[src/rtl/pc_seq_pkg.sv]
package pc_seq_pkg;

    typedef enum logic [0:0] {
        ST_RUN    = 1'b0,
        ST_REFILL = 1'b1
    } seq_state_e;

    typedef enum logic [2:0] {
        OP_NONE = 3'd0,
        OP_STEP = 3'd1,
        OP_JUMP = 3'd2,
        OP_CALL = 3'd3,
        OP_RET  = 3'd4,
        OP_ADD  = 3'd5,
        OP_MOV  = 3'd6,
        OP_BCLR = 3'd7
    } pc_op_e;

endpackage

[src/rtl/pc_ctrl.sv]
module pc_ctrl
    import pc_seq_pkg::*;
(
    input  logic   clk,
    input  logic   rst_n,
    input  logic   step_i,
    input  logic   jump_i,
    input  logic   call_i,
    input  logic   ret_i,
    input  logic   add_i,
    input  logic   mov_i,
    input  logic   bclr_i,
    output pc_op_e op_o,
    output logic   stall_o
);

    seq_state_e state_q, state_d;
    pc_op_e     pick;

    // Fixed priority among the strobes
    always_comb begin
        if (ret_i)       pick = OP_RET;
        else if (call_i) pick = OP_CALL;
        else if (jump_i) pick = OP_JUMP;
        else if (add_i)  pick = OP_ADD;
        else if (mov_i)  pick = OP_MOV;
        else if (bclr_i) pick = OP_BCLR;
        else if (step_i) pick = OP_STEP;
        else             pick = OP_NONE;
    end

    always_ff @(posedge clk or negedge rst_n) begin
        if (!rst_n) state_q <= ST_RUN;
        else        state_q <= state_d;
    end

    always_comb begin
        state_d = state_q;
        op_o    = OP_NONE;
        stall_o = 1'b0;
        unique case (state_q)
            ST_RUN: begin
                op_o = pick;
                if (pick != OP_NONE && pick != OP_STEP) state_d = ST_REFILL;
            end
            ST_REFILL: begin
                stall_o = 1'b1;
                state_d = ST_RUN;
            end
            default: state_d = ST_RUN;
        endcase
    end

endmodule

[src/rtl/pc_next.sv]
module pc_next
    import pc_seq_pkg::*;
#(
    parameter int ADDR_W = 12,
    parameter int OFF_W  = 10,
    parameter int LOW_W  = 8,
    localparam int PAGE_W = ADDR_W - OFF_W,
    localparam int GAP_W  = OFF_W - LOW_W,
    localparam int BIT_W  = $clog2(LOW_W)
) (
    input  pc_op_e            op_i,
    input  logic [ADDR_W-1:0] pc_i,
    input  logic [OFF_W-1:0]  imm_i,
    input  logic [LOW_W-1:0]  data_i,
    input  logic [BIT_W-1:0]  bit_sel_i,
    input  logic [PAGE_W-1:0] page_i,
    input  logic [ADDR_W-1:0] top_i,
    output logic [ADDR_W-1:0] nxt_o,
    output logic              push_o,
    output logic              pop_o,
    output logic [ADDR_W-1:0] ret_addr_o
);

    localparam logic [ADDR_W-1:0] INC = ADDR_W'(1);

    logic [LOW_W-1:0] low_sum;
    logic [LOW_W-1:0] low_clr;

    assign ret_addr_o = pc_i + INC;
    assign low_sum    = pc_i[LOW_W-1:0] + data_i;

    always_comb begin
        low_clr            = pc_i[LOW_W-1:0];
        low_clr[bit_sel_i] = 1'b0;
    end

    always_comb begin
        nxt_o  = pc_i;
        push_o = 1'b0;
        pop_o  = 1'b0;
        unique case (op_i)
            OP_NONE: nxt_o = pc_i;
            OP_STEP: nxt_o = ret_addr_o;
            OP_JUMP: nxt_o = {page_i, imm_i};
            OP_CALL: begin
                nxt_o  = {page_i, imm_i};
                push_o = 1'b1;
            end
            OP_RET: begin
                nxt_o = top_i;
                pop_o = 1'b1;
            end
            OP_ADD:  nxt_o = {page_i, {GAP_W{1'b0}}, low_sum};
            OP_MOV:  nxt_o = {page_i, {GAP_W{1'b0}}, data_i};
            OP_BCLR: nxt_o = {page_i, {GAP_W{1'b0}}, low_clr};
            default: nxt_o = pc_i;
        endcase
    end

endmodule

[src/rtl/pc_stack.sv]
module pc_stack #(
    parameter int W     = 12,
    parameter int DEPTH = 8,
    localparam int PTR_W = $clog2(DEPTH)
) (
    input  logic         clk,
    input  logic         rst_n,
    input  logic         push_i,
    input  logic         pop_i,
    input  logic [W-1:0] din_i,
    output logic [W-1:0] top_o
);

    localparam logic [PTR_W-1:0] STEP1 = PTR_W'(1);

    logic [PTR_W-1:0] sp_q;
    logic [W-1:0]     slots [DEPTH];

    always_ff @(posedge clk or negedge rst_n) begin
        if (!rst_n)      sp_q <= '0;
        else if (push_i) sp_q <= sp_q + STEP1;
        else if (pop_i)  sp_q <= sp_q - STEP1;
    end

    for (genvar i = 0; i < DEPTH; i++) begin : g_ent
        logic [W-1:0] ent_q;
        always_ff @(posedge clk or negedge rst_n) begin
            if (!rst_n)                             ent_q <= '0;
            else if (push_i && sp_q == PTR_W'(i))   ent_q <= din_i;
        end
        assign slots[i] = ent_q;
    end

    assign top_o = slots[sp_q - STEP1];

endmodule

[src/rtl/pc_sequencer.sv]
module pc_sequencer
    import pc_seq_pkg::*;
#(
    parameter int ADDR_W = 12,
    parameter int OFF_W  = 10,
    parameter int LOW_W  = 8,
    parameter int DEPTH  = 8,
    localparam int PAGE_W = ADDR_W - OFF_W,
    localparam int BIT_W  = $clog2(LOW_W)
) (
    input  logic              clk,
    input  logic              rst_n,
    input  logic              step_i,
    input  logic              jump_i,
    input  logic              call_i,
    input  logic              ret_i,
    input  logic              add_i,
    input  logic              mov_i,
    input  logic              bclr_i,
    input  logic [OFF_W-1:0]  imm_i,
    input  logic [LOW_W-1:0]  data_i,
    input  logic [BIT_W-1:0]  bit_sel_i,
    input  logic [PAGE_W-1:0] page_sel_i,
    output logic [ADDR_W-1:0] fetch_addr_o,
    output logic              stall_o
);

    pc_op_e            op;
    logic [ADDR_W-1:0] pc_q, pc_d, top, ret_addr;
    logic              push, pop;

    pc_ctrl u_ctrl (
        .clk     (clk),
        .rst_n   (rst_n),
        .step_i  (step_i),
        .jump_i  (jump_i),
        .call_i  (call_i),
        .ret_i   (ret_i),
        .add_i   (add_i),
        .mov_i   (mov_i),
        .bclr_i  (bclr_i),
        .op_o    (op),
        .stall_o (stall_o)
    );

    pc_next #(.ADDR_W(ADDR_W), .OFF_W(OFF_W), .LOW_W(LOW_W)) u_next (
        .op_i       (op),
        .pc_i       (pc_q),
        .imm_i      (imm_i),
        .data_i     (data_i),
        .bit_sel_i  (bit_sel_i),
        .page_i     (page_sel_i),
        .top_i      (top),
        .nxt_o      (pc_d),
        .push_o     (push),
        .pop_o      (pop),
        .ret_addr_o (ret_addr)
    );

    pc_stack #(.W(ADDR_W), .DEPTH(DEPTH)) u_stack (
        .clk    (clk),
        .rst_n  (rst_n),
        .push_i (push),
        .pop_i  (pop),
        .din_i  (ret_addr),
        .top_o  (top)
    );

    always_ff @(posedge clk or negedge rst_n) begin
        if (!rst_n) pc_q <= '0;
        else        pc_q <= pc_d;
    end

    assign fetch_addr_o = pc_q;

endmodule

[config.mk]
export PLATFORM = sky130hd
export DESIGN_NAME = pc_sequencer
export DESIGN_NICKNAME = d
export VERILOG_FILES = /design/src/rtl/pc_seq_pkg.sv /design/src/rtl/pc_ctrl.sv /design/src/rtl/pc_next.sv /design/src/rtl/pc_stack.sv /design/src/rtl/pc_sequencer.sv
export SDC_FILE = /design/constraint.sdc
export NUM_CORES = 1
export LEC_CHECK = 0
export BUFFER_PORTS_ARGS = -buffer_cell sky130_fd_sc_hd__buf_2
export CAP_MARGIN = 20
export CELL_PAD_IN_SITES_DETAIL_PLACEMENT = 1
export CELL_PAD_IN_SITES_GLOBAL_PLACEMENT = 1
export CORE_AREA = 2 2 142 171
export DETAILED_ROUTE_END_ITERATION = 16
export DIE_AREA = 0 0 144 173
export GPL_TIMING_DRIVEN = 0
export PLACE_DENSITY = 0.47
export REMOVE_ABC_BUFFERS = 1
export SETUP_SLACK_MARGIN = 0.15
export SYNTH_ARGS = -nofsm -noshare
export SYNTH_HDL_FRONTEND = slang
export SYNTH_SLANG_ARGS = --single-unit
[constraint.sdc]
create_clock -name clk -period 6.3 [get_ports clk]
set_input_delay 1.26 -clock clk [delete_from_list [all_inputs] [get_ports clk]]
set_output_delay 1.26 -clock clk [all_outputs]
set_load 0.05 [all_outputs]
==> flow_summary.ini, run 1 <==
[global_routing]
antenna_found_initial = 0
grt_max_degree = 96
grt_pass1_wl_mm = 29.8
grt_pass1_vias = 4919
grt_util_all_layers_pct = 16.1
overflow = 0

[timing]
setup_viol = 0
max_freq_ghz = 0.263
timing.final.crit_share_pct = 60.3
fin_tns_setup_ns = 0
maxSlewViolCount = 0
rsz0062_at_grt = no
slew_headroom_pct = 25.6
hold_viol = 0
worst_pin_slew_ns = 1.11
fin_ws_ns = 2.50
fin_crit_ns = 3.80
clock-skew-final_ns = 0.00629

[placement]
place_area_um2 = 6520
post-dp-hpwl_mm = 13.7
portBuffers = 44
pre_cts_ws_ns = 1.95
place_congestion = 0.796

[clock_tree]
cts_tree = yes
cts_made_buffers = 9
cts_max_level = 3
cts.repair.resized = 0
cts.clk_slew.worst_paths_ns = 0.08
postCtsSetupRepairBufs = 0
cts_hold_buf = 0
insertion_delay_ns = 0.36
cts_buffer_depth = 2
cts-root-buf = clkbuf_16
clock_sinks = 112

[floorplanning]
top_level_ports = 45
start_util_pct = 25.8
die_w_um = 144
rows = 61
die_h_um = 173
dieArea_um2 = 24900
coreArea_um2 = 23100

[finish]
multi_input_area_um2 = 2920
finalInstanceArea_um2 = 6850
nets = 658
n_antenna_cell = 0
register_area_um2 = 2800
n_fill_cell = 2628
drive_above_1_share_pct = 19.2
area_growth_pct = 15.0

[logic_synthesis]
synth_top_cell_by_area = dfrtp_1
syn_area_um2 = 5960
netlist_top_cells_area = dfrtp_1 47%, mux4_2 9.1%, o21ai_0 6.9%, nand2_1 6.2%, ha_1 3.1%
syn_inst = 583
netlist_top_cells_count = 112 x dfrtp_1, 99 x nand2_1, 82 x o21ai_0
synth_area_per_cell_um2 = 10.2
synth_cell_types = 68
synth_seq_cells = 112
synth_flop_cell = dfrtp_1
ys_seq_area_share_pct = 47.0
yosysTopAreaCellShare_pct = 47.0
synth-async-reset-ratio_pct = 100
yosysWarnings = 0
synth_most_common_cell = dfrtp_1
synth-edff-count = 0

[route]
drt-vias-per-instance = 4.89
initialDrtViolationCount = 182
drc = 0
num_vias = 4547
routedWlPerCell_um = 20.7
dr.pass1.iters = 4
finalWirelength_mm = 19.3
antenna_left = 0

[setup_path]
crit_required_ns = 6.55
cp-start-kind = input port
end_kind = register
critical_path_peak_fanout = 23
worstPathArrival_ns = 4.05
worstSetupPathType = input port to register

[outcome]
status = completed

[pwr]
ir_drop_v = 0.000176
p_per_area_nw_per_um2 = 497
cellLeakagePower_nw = 2.96

[flow_run]
maxCapViolCount = 0

[min_path]
hp-class = register to register
==> final timing paths <==
check | from | to | slack, ns | cells after the start
max | ret_i | u_stack.g_ent[0].ent_q[1] | 2.50 | 6
max in group asynchronous | rst_n | u_stack.sp_q[0] | 4.80 | 2
min | u_stack.g_ent[4].ent_q[3] | u_stack.g_ent[4].ent_q[3] | 0.48 | 2
min reg2reg | u_stack.g_ent[4].ent_q[3] | u_stack.g_ent[4].ent_q[3] | 0.48 | 2
max reg2reg | u_ctrl.state_q | u_stack.g_ent[0].ent_q[1] | 3.03 | 5
min in group asynchronous | rst_n | u_stack.g_ent[4].ent_q[9] | 0.72 | 1
==> power by group <==
group	switching, mW	internal, mW	total, mW
registers	0.254	1.02	1.27
logic	0.876	0.683	1.56
clock network	0.288	0.284	0.572
total	1.42	1.99	3.40
==> stage by stage <==
| step | total power [mW] | util (%) | std cells | hold WS (ns) |
|---|---|---|---|---|
| 3_5_place_dp | 2.88 | 28.2 | 912 | 0.469 |
| 6_report | 3.40 | 29.6 | 930 | 0.483 |
| 4_1_cts | 3.46 | 29.4 | 928 | 0.486 |
| 3_3_place_gp | 2.73 | 27.6 | 907 | 0.458 |
| 5_1_grt | 3.66 | 29.6 | 930 | 0.512 |
| 2_1_floorplan | 2.27 | - | 548 | 0.441 |
==> registers in the layout, indices dropped and copies added, names as in the netlist <==
name,flops
u_ctrl.state_q,1
u_stack.g_ent.ent_q,96
u_stack.sp_q,3
fetch_addr_o,12
==> cell type report <==
type | instances | share of cell area [%]
Multi-Input combinational cell | 420 | 42.7
Sequential cell | 112 | 40.9
Tap cell | 315 | 5.75
Timing Repair Buffer | 51 | 5.64
Clock buffer | 11 | 3.54
Inverter | 16 | 0.877
Clock inverter | 5 | 0.585
==> per-layer routing <==
layer	track usage [%]	vias to the layer above	part of all wire, %
met2	26.4	76	48
met3	1.38	16	2.6
met1	22.1	2318	48
met4	6.00	0	2.0
li1	-	2137	-
met5	0	-	0
==> placed cells by master, fill, tap and decap left out, types with 2 or more instances in the layout <==
cell / instances
clkbuf_16: 9
nor2_1: 32
xor2_1: 8
xnor2_1: 7
buf_16: 4
a211oi_1: 3
o21a_1: 3
nand4_1: 2
and3_1: 7
ha_1: 15
nand3b_1: 3
o2111a_1: 2
buf_8: 2
o21ai_0: 82
dfrtp_1: 111
a21oi_2: 2
a21oi_1: 29
mux4_2: 24
clkinvlp_4: 2
o21ai_1: 5
o221ai_1: 3
nor3_1: 4
o21ba_2: 2
inv_1: 16
and3_2: 2
nand2_1: 99
o31ai_1: 2
o22ai_1: 4
a21o_1: 2
mux2_2: 10
buf_2: 43
a31oi_1: 7
nand3_1: 16
mux2i_1: 8
a311oi_1: 2
nor2b_1: 4
==> kinds of logic after synthesis <==
kind of cell             count (synthesis)  synth area share [%]
AO/OA/AOI/OAI                          165                  16.9
buffers and inverters                   51                  4.05
AND/OR/NAND/NOR                        180                  13.6
flip-flops                             112                  47.0
adder cells (fa/ha/maj)                 16                  3.49
XOR/XNOR                                17                  2.63
multiplexers                            42                  12.3
==> critical path, cell delays in order <==
cell     delay [ns]
buf_2          0.22
nor2_1         0.88
nand2_1        0.26
nor2_1         0.26
nand2_1        0.63
mux2_2         0.51
Note: power is estimated with default switching activity, not from simulation.
==> inputs of run 2 (changes only) <==
--- a/config.mk
+++ b/config.mk
@@ -5,15 +5,16 @@
 export SDC_FILE = /design/constraint.sdc
 export NUM_CORES = 1
 export LEC_CHECK = 0
+export ABC_AREA = 1
 export BUFFER_PORTS_ARGS = -buffer_cell sky130_fd_sc_hd__buf_2
 export CAP_MARGIN = 20
 export CELL_PAD_IN_SITES_DETAIL_PLACEMENT = 1
 export CELL_PAD_IN_SITES_GLOBAL_PLACEMENT = 1
-export CORE_AREA = 2 2 142 171
+export CORE_AREA = 2 2 150 181
 export DETAILED_ROUTE_END_ITERATION = 16
-export DIE_AREA = 0 0 144 173
+export DIE_AREA = 0 0 152 183
 export GPL_TIMING_DRIVEN = 0
-export PLACE_DENSITY = 0.47
+export PLACE_DENSITY = 0.5
 export REMOVE_ABC_BUFFERS = 1
 export SETUP_SLACK_MARGIN = 0.15
 export SYNTH_ARGS = -nofsm -noshare
==> constraint.sdc (replaced) <==
create_clock -name clk -period 3.7 [get_ports clk]
set_input_delay 0.74 -clock clk [delete_from_list [all_inputs] [get_ports clk]]
set_output_delay 0.74 -clock clk [all_outputs]
set_load 0.05 [all_outputs]
==> run 2 against run 1 <==
  * Power increased by 99%
  * Clock power grew 84%
  * Highest routed layer unchanged
  * Critical path depth up 8
  * Worst setup slack lost 2.0 ns
  * Via count grew 27%
  * Cell count rose by 35%
  * Clock-buffer cell count shrank 1
  * Critical endpoint is now fetch_addr_o[3]
  * Global-route usage rose by 0.85 points
  * First-iteration DRC count rose by 45%
  * Sequential share of layout area fell by 3.7 points
==> flow_summary.ini, run 2 <==
[pwr]
ir_drop_v = 0.000347
finalPower_mw = 6.77
p_per_area_nw_per_um2 = 899
cellLeakagePower_nw = 3.61

[logic_synthesis]
synth_most_common_cell = nand2_1
synth_cell_types = 41
synth_area_per_cell_um2 = 7.50
synth.mux.area_fraction_pct = 0
synth_top_cell_by_area = dfrtp_1
yosys.area_share.adder_pct = 3.10
netlist_top_cells_area = dfrtp_1 42%, nand2_1 16%, inv_1 5.4%, nand3_1 5.1%, o21ai_0 3.8%
synthXorXnorAreaFrac_pct = 1.68
netlist_top_cells_count = 294 x nand2_1, 112 x dfrtp_1, 97 x inv_1
synth_compound_area_share_pct = 13.7
synth-simple-area-share_pct = 29.8
yosysWarnings = 0
yosysTopAreaCellShare_pct = 41.9
syn_area_um2 = 6690
synth_flop_cell = dfrtp_1
synth_seq_cells = 112
synth-edff-count = 0
syn_inst = 892
synth_top_family_by_area = simple AND/OR/NAND/NOR gates
synth-async-reset-ratio_pct = 100
ys_seq_area_share_pct = 41.9

[clock_tree]
cts-root-buf = clkbuf_16
clock_sinks = 112
cts.clk_slew.worst_paths_ns = 0.08
cts_made_buffers = 9
cts_tree = yes
cts_buffer_depth = 2
cts_max_level = 3
insertion_delay_ns = 0.37

[global_routing]
grt_max_degree = 60
grt_pass1_wl_mm = 36.3
overflow = 0
grt_util_all_layers_pct = 17.0
grt_pass1_vias = 6060
antenna_found_initial = 0

[floorplanning]
coreArea_um2 = 26100
dieArea_um2 = 27800
rows = 65
top_level_ports = 45
start_util_pct = 25.6
die_h_um = 183
die_w_um = 152

[setup_path]
cp-start-kind = register
path_cells = inv_2 -> ha_2 -> buf_16 -> clkinvlp_4 -> a21oi_1 -> o21ai_0 -> nand2_1 -> nand2_1 -> nand2_1 -> nor2_1 -> nor2_1 -> nand2_1 -> nand2_1 -> nand2_1
end_kind = register
critical_path_peak_fanout = 21
worstPathArrival_ns = 3.48
worst_path_max_delay_cell = dfrtp_2
critPathMaxStageDelay_ns = 0.71
cpMostUsedCell = nand2_1
worstSetupPathType = register to register
crit_required_ns = 3.97
rr_worst_depth = 14

[timing]
rsz0062_at_grt = no
fin_ws_ns = 0.496
holdWs_ns = 0.346
setup_viol = 0
fin_crit_ns = 3.20
max_freq_ghz = 0.312
slew_headroom_pct = 54.9
worst_pin_slew_ns = 0.676
clock-skew-final_ns = 0.0104
hold_viol = 0
fin_tns_setup_ns = 0
maxSlewViolCount = 0
timing.final.crit_share_pct = 86.6

[finish]
area_growth_pct = 12.6
n_fill_cell = 3186
n_antenna_cell = 0
largest_register_ffs = 96
nets = 962
finalInstanceArea_um2 = 7530
mostFrequentLayoutCells = 294 x nand2_1, 111 x dfrtp_1, 95 x inv_1
top_register = u_stack.g_ent.ent_q
final_cells = 1254
final_util_pct = 28.9
final_common_cell = nand2_1
drive_above_1_share_pct = 15.0

[min_path]
hp-class = input port to async pin

[route]
initialDrtViolationCount = 264
finalWirelength_mm = 22.6
dr.pass1.iters = 4
dr_wl_met2_mm = 10.9
drt-vias-per-instance = 4.60
routedWlPerCell_um = 18.0
antenna_left = 0
dr_wl_met3_um = 494
top_layer = met4
num_vias = 5763
drc = 0
wl_met1_mm = 10.9

[placement]
dp_cells = 1237
place_area_um2 = 7210
place_congestion = 0.779
post-dp-hpwl_mm = 15.7
pre_cts_ws_ns = -0.0130
portBuffers = 44

[flow_run]
maxCapViolCount = 0

[outcome]
status = completed
run 2: report_power, final:
group	total, mW	internal [mW]	switching (mW)
clock network	1.05	0.547	0.502
logic	3.54	1.14	2.41
registers	2.18	1.75	0.432
run 2: timing repair:
item | in CTS | in global routing
gates resized for setup | 2 | 1
setup buffers | 0 | 0
setup endpoints to repair | 12 | 6
hold buffers | 0 | 0
cloned | 0 | 1
run 2: logic make-up after synthesis:
kind of cell,Yosys count
compound gates,156
xor+xnor,12
fa+ha+maj,16
buf+inv,147
flops,112
simple gates,449
run 2: cell type report:
class	instances	area (µm²)	area share, %
Multi-Input combinational cell	633	3240	43.0
Clock inverter	6	68.8	0.913
Timing Repair Buffer	49	337	4.47
Timing Repair inverter	1	7.51	0.0997
Inverter	108	419	5.56
Tap cell	335	419	5.56
Clock buffer	10	239	3.17
Sequential cell	112	2800	37.2
run 2: worst max-delay path, delay by kind of cell, from the launching register on:
family                   cells  cell delay (ns)
buffers and inverters        3             0.86
flip-flops                   1             0.71
adder cells (fa/ha/maj)      1             0.63
AND/OR/NAND/NOR              8             0.57
AO/OA/AOI/OAI                2             0.33
run 2: routing by layer:
layer	vias up	GRT usage, %
met5	-	0
li1	2897	-
met4	0	4.52
met2	75	29.2
met3	13	1.84
met1	2778	22.8
run 2: final timing paths:
path                                                 from                        end  slack, ns
max in group asynchronous                           rst_n            u_stack.sp_q[0]       2.61
worst max register to register            u_stack.sp_q[0]            fetch_addr_o[3]       0.50
min in group clk                u_stack.g_ent[4].ent_q[9]  u_stack.g_ent[4].ent_q[9]       0.48
worst max-delay path                      u_stack.sp_q[0]            fetch_addr_o[3]       0.50
worst min-delay path                                rst_n  u_stack.g_ent[1].ent_q[0]       0.35
worst min register to register  u_stack.g_ent[4].ent_q[9]  u_stack.g_ent[4].ent_q[9]       0.48
